--- src/rtl/rev_csel_pkg.sv ---
package rev_csel_pkg;

  typedef struct packed {
    logic selLine;
    logic tieLow;
    logic tieHigh;
  } selStrobes_t;

  function automatic int gatesFor(input int n);
    return 5 * n + 1;
  endfunction

  function automatic int constsFor(input int n);
    return 4 * n + 2;
  endfunction

  function automatic int garbageFor(input int n);
    return 5 * n + 2;
  endfunction

endpackage

--- src/rtl/rev_gates.sv ---
module rev_feynman_gate (
  input  logic inA,
  input  logic inB,
  output logic outP,
  output logic outQ
);
  assign outP = inA;
  assign outQ = inA ^ inB;
endmodule

module rev_dual_peres_gate (
  input  logic inA,
  input  logic inB,
  input  logic inC,
  input  logic inD,
  output logic outP,
  output logic outQ,
  output logic outR,
  output logic outS
);
  logic axb;
  assign axb  = inA ^ inB;
  assign outP = inA;
  assign outQ = axb;
  assign outR = axb ^ inD;
  assign outS = (axb & inD) ^ (inA & inB) ^ inC;
endmodule

module rev_fredkin_gate (
  input  logic inA,
  input  logic inB,
  input  logic inC,
  output logic outP,
  output logic outQ,
  output logic outR
);
  assign outP = inA;
  assign outQ = (~inA & inB) ^ (inA & inC);
  assign outR = (~inA & inC) ^ (inA & inB);
endmodule

--- src/rtl/rev_csel_ctrl.sv ---
module rev_csel_ctrl
  import rev_csel_pkg::*;
(
  input  logic        cin,
  output selStrobes_t strobes
);
  always_comb begin
    strobes.selLine = cin;
    strobes.tieLow  = 1'b0;
    strobes.tieHigh = 1'b1;
  end
endmodule

--- src/rtl/rev_csel_datapath.sv ---
module rev_csel_datapath
  import rev_csel_pkg::*;
#(
  parameter int WIDTH = 8
) (
  input  logic [WIDTH-1:0]   a,
  input  logic [WIDTH-1:0]   b,
  input  selStrobes_t        strobes,
  output logic [WIDTH-1:0]   sum,
  output logic               cout,
  output logic [4*WIDTH-1:0] adderGarbage,
  output logic [WIDTH+1:0]   selGarbage
);
  localparam int NCH = 2;

  logic [WIDTH-1:0] aCopy [NCH];
  logic [WIDTH-1:0] bCopy [NCH];
  logic [WIDTH:0]   chainCarry [NCH];
  logic [WIDTH-1:0] chainSum [NCH];
  logic [WIDTH+1:0] selPass;
  logic [WIDTH:0]   selOut;

  genvar i, ch;
  generate
    for (i = 0; i < WIDTH; i++) begin : g_copy
      rev_feynman_gate u_copyA (
        .inA(a[i]), .inB(strobes.tieLow),
        .outP(aCopy[0][i]), .outQ(aCopy[1][i]));
      rev_feynman_gate u_copyB (
        .inA(b[i]), .inB(strobes.tieLow),
        .outP(bCopy[0][i]), .outQ(bCopy[1][i]));
    end

    for (ch = 0; ch < NCH; ch++) begin : g_chain
      if (ch == 0) begin : g_cin0
        assign chainCarry[ch][0] = strobes.tieLow;
      end else begin : g_cin1
        assign chainCarry[ch][0] = strobes.tieHigh;
      end
      for (i = 0; i < WIDTH; i++) begin : g_bit
        rev_dual_peres_gate u_fa (
          .inA(aCopy[ch][i]), .inB(bCopy[ch][i]),
          .inC(strobes.tieLow), .inD(chainCarry[ch][i]),
          .outP(adderGarbage[ch*2*WIDTH + 2*i]),
          .outQ(adderGarbage[ch*2*WIDTH + 2*i + 1]),
          .outR(chainSum[ch][i]),
          .outS(chainCarry[ch][i+1]));
      end
    end

    assign selPass[0] = strobes.selLine;
    for (i = 0; i <= WIDTH; i++) begin : g_sel
      logic loVal, hiVal;
      if (i < WIDTH) begin : g_sumSel
        assign loVal = chainSum[0][i];
        assign hiVal = chainSum[1][i];
      end else begin : g_carrySel
        assign loVal = chainCarry[0][WIDTH];
        assign hiVal = chainCarry[1][WIDTH];
      end
      rev_fredkin_gate u_mux (
        .inA(selPass[i]), .inB(loVal), .inC(hiVal),
        .outP(selPass[i+1]), .outQ(selOut[i]), .outR(selGarbage[i]));
    end
  endgenerate

  assign selGarbage[WIDTH+1] = selPass[WIDTH+1];
  assign sum  = selOut[WIDTH-1:0];
  assign cout = selOut[WIDTH];
endmodule

--- src/rtl/rev_csel_adder.sv ---
module rev_csel_adder
  import rev_csel_pkg::*;
#(
  parameter int WIDTH = 8,
  parameter int CNT_W = 16
) (
  input  logic [WIDTH-1:0]   a,
  input  logic [WIDTH-1:0]   b,
  input  logic               cin,
  output logic [WIDTH-1:0]   sum,
  output logic               cout,
  output logic [4*WIDTH-1:0] adderGarbage,
  output logic [WIDTH+1:0]   selGarbage,
  output logic [CNT_W-1:0]   gateCount,
  output logic [CNT_W-1:0]   constCount,
  output logic [CNT_W-1:0]   garbageCount
);
  localparam int GATES   = gatesFor(WIDTH);
  localparam int CONSTS  = constsFor(WIDTH);
  localparam int GARBAGE = garbageFor(WIDTH);

  selStrobes_t strobes;

  rev_csel_ctrl u_ctrl (
    .cin(cin),
    .strobes(strobes));

  rev_csel_datapath #(.WIDTH(WIDTH)) u_dp (
    .a(a), .b(b), .strobes(strobes),
    .sum(sum), .cout(cout),
    .adderGarbage(adderGarbage), .selGarbage(selGarbage));

  assign gateCount    = CNT_W'(GATES);
  assign constCount   = CNT_W'(CONSTS);
  assign garbageCount = CNT_W'(GARBAGE);
endmodule

--- config.mk ---
export PLATFORM = sky130hd
export DESIGN_NAME = rev_csel_adder
export DESIGN_NICKNAME = d
export VERILOG_FILES = /design/src/rtl/rev_csel_pkg.sv /design/src/rtl/rev_gates.sv /design/src/rtl/rev_csel_ctrl.sv /design/src/rtl/rev_csel_datapath.sv /design/src/rtl/rev_csel_adder.sv
export SDC_FILE = /design/constraint.sdc
export NUM_CORES = 1
export LEC_CHECK = 0
export CORE_UTILIZATION = 45
export DETAILED_ROUTE_END_ITERATION = 10
export DONT_BUFFER_PORTS = 1
export GPL_TIMING_DRIVEN = 1
export SLEW_MARGIN = 20
export SYNTH_ARGS = -nofsm -noshare
export SYNTH_HDL_FRONTEND = slang
export SYNTH_SLANG_ARGS = --single-unit
--- constraint.sdc ---
create_clock -name vclk -period 8
set_input_delay 0.4 -clock vclk [all_inputs]
set_output_delay 0.4 -clock vclk [all_outputs]
set_load 0.005 [all_outputs]
==> impl_metrics.yaml <==
outcome:
  status: "complete, but fails checks"
  failed_checks: "DRC"
yosys:
  syn_area_sq_mm: 0.00140
  yosys_warnings: 0
  synthTopCellsByArea: "buf_4 (53%), fa_1 (20%), ha_1 (8.0%), mux2_2 (6.4%), mux2_4 (4.3%)"
  yosysSeqAreaShare_pct: 0
  synth_area_leader_cell: "buf_4"
  synth_cells: 150
  synth_cell_types: 12
  syn_avg_cell_area_sq_um: 9.34
  synth.top_cell.area_share_pct: 52.5
global_route:
  grt_pass1_wl_um: 1840
  grt_usage_pct: 7.03
  antenna_found_initial: 0
  grt_overflow: 0
  grt_max_degree: 20
  grt_pass1_vias: 433
finish:
  final_cell_mix: "conb_1 (48), fa_1 (14), ha_1 (9)"
  finish.utilization_pct: 29.6
  antenna_cells: 0
  area_growth_pct: -39.6
  fill_cells: 305
  seqCellArea_sq_um: 0
  nets: 138
  clock_buffers: 0
  seq_cell_count: 0
  final_common_cell: "conb_1"
  drive_gt1_share_pct: 12.5
timing:
  finalSetupViolations: 0
  max_freq_mhz: 245
  layout_min_cycle_time_ns: 4.08
  hold_viol: 0
  finalMaxSlewViolations: 0
  holdWs_ns: 0.800
  tns_ns: 0
  finalCritPeriodShare_pct: 51.0
  rsz0062_at_grt: "false"
critical_path:
  worstSetupEndpointType: "primary output"
  critPathKind: "in -> out"
  cp.required_ns: 7.60
  startpoint_type: "input port"
  arrival_ns: 3.68
  cp_max_fo: 4
routing:
  drt-total-wl_um: 1480
  dr.pass1.iters: 9
  wl_per_cell_um: 11.6
  drc: 6
  drtIter0Drc: 9
  ant_nets: 0
  dr_total_vias: 496
  via_per_inst: 3.91
floorplanning:
  fp-row-count: 19
  coreArea_sq_mm: 0.00285
  start_util_pct: 49.1
  die_w_um: 57.8
  die-area_sq_mm: 0.00334
  io_pins: 116
  die_h_um: 57.8
clock_tree:
  postCtsSetupRepairBufs: 0
  hold_buffers: 0
  cts_resized: 0
placement:
  place_congestion: 0.662
  dpl.hpwl_um: 1390
  io_buffers: 0
pwr:
  p_sw_share_pct: 52.2
  internal_power_w: 0.0000281
  netSwitchingPower_w: 0.0000307
  sequentialPowerShare_pct: 0
  pwr-share-comb_pct: 100.0
  vdd_drop_max_uv: 21.3
  pwr-share-clk_pct: 0
  power_w: 0.0000588
  power.density_mw_per_mm2: 69.5
  leakagePower_nw: 0.457
worst_hold_path:
  min_path_type: "in -> out"
job:
  maxCapViolCount: 0
path summary, 6_finish.rpt:
path | start | endpoint | cells after the start
setup / recovery | a[0] | sum[7] | 12
hold / removal | a[5] | adderGarbage[26] | 0
cells by family after synthesis:
family                     synth area share [%]
other                                     0.536
muxes                                      13.6
xor gates and xnor gates                   1.25
buffers and inverters                      56.6
adders and majority gates                  28.0
critical path: stages:
cell     delay, ns
inv_1         0.04
ha_1          0.14
inv_1         0.05
fa_1          0.38
fa_1          0.40
fa_1          0.40
fa_1          0.39
fa_1          0.39
fa_1          0.38
inv_1         0.08
fa_1          0.42
mux2i_1       0.21
metal layers:
metal	track usage (%)	vias up	wire length, um
met5	0	-	0
met4	0.340	0	0
met3	1.12	0	185
met2	16.7	55	888
met1	5.83	236	402
li1	-	205	-
cells in the mapped netlist:
cell type  number
buf_4          98
ha_1            9
inv_1           7
conb_1          2
mux2i_1         4
buf_12          1
mux2_2          8
fa_1           14
xor2_1          1
mux2_4          4
xnor2_1         1
buf_6           1
power by group through the flow:
| stage | Combinational (W) | Clock [W] | Sequential, W |
|---|---|---|---|
| 6_report | 0.0000588 | 0 | 0 |
| 4_1_cts | 0.0000604 | 0 | 0 |
| 3_5_place_dp | 0.0000599 | 0 | 0 |
| 3_3_place_gp | 0.0000568 | 0 | 0 |
| 5_1_grt | 0.0000665 | 0 | 0 |
| 2_1_floorplan | 0.000110 | 0 | 0 |
area by class of cell:
type                            instances  area, sq um  area share, %
Multi-Input combinational cell         89          781           92.3
Tap cell                               31         38.8           4.59
Inverter                                7         26.3           3.11
metrics by stage:
stage	instance area (sq um)	cells	worst slack (ns)
floorplan	1570	196	4.02
global placement	846	127	3.91
detailed placement	846	127	3.85
CTS	846	127	3.85
global route	846	127	3.76
finish	846	127	3.92
Note: power is estimated with default switching activity, not from simulation.
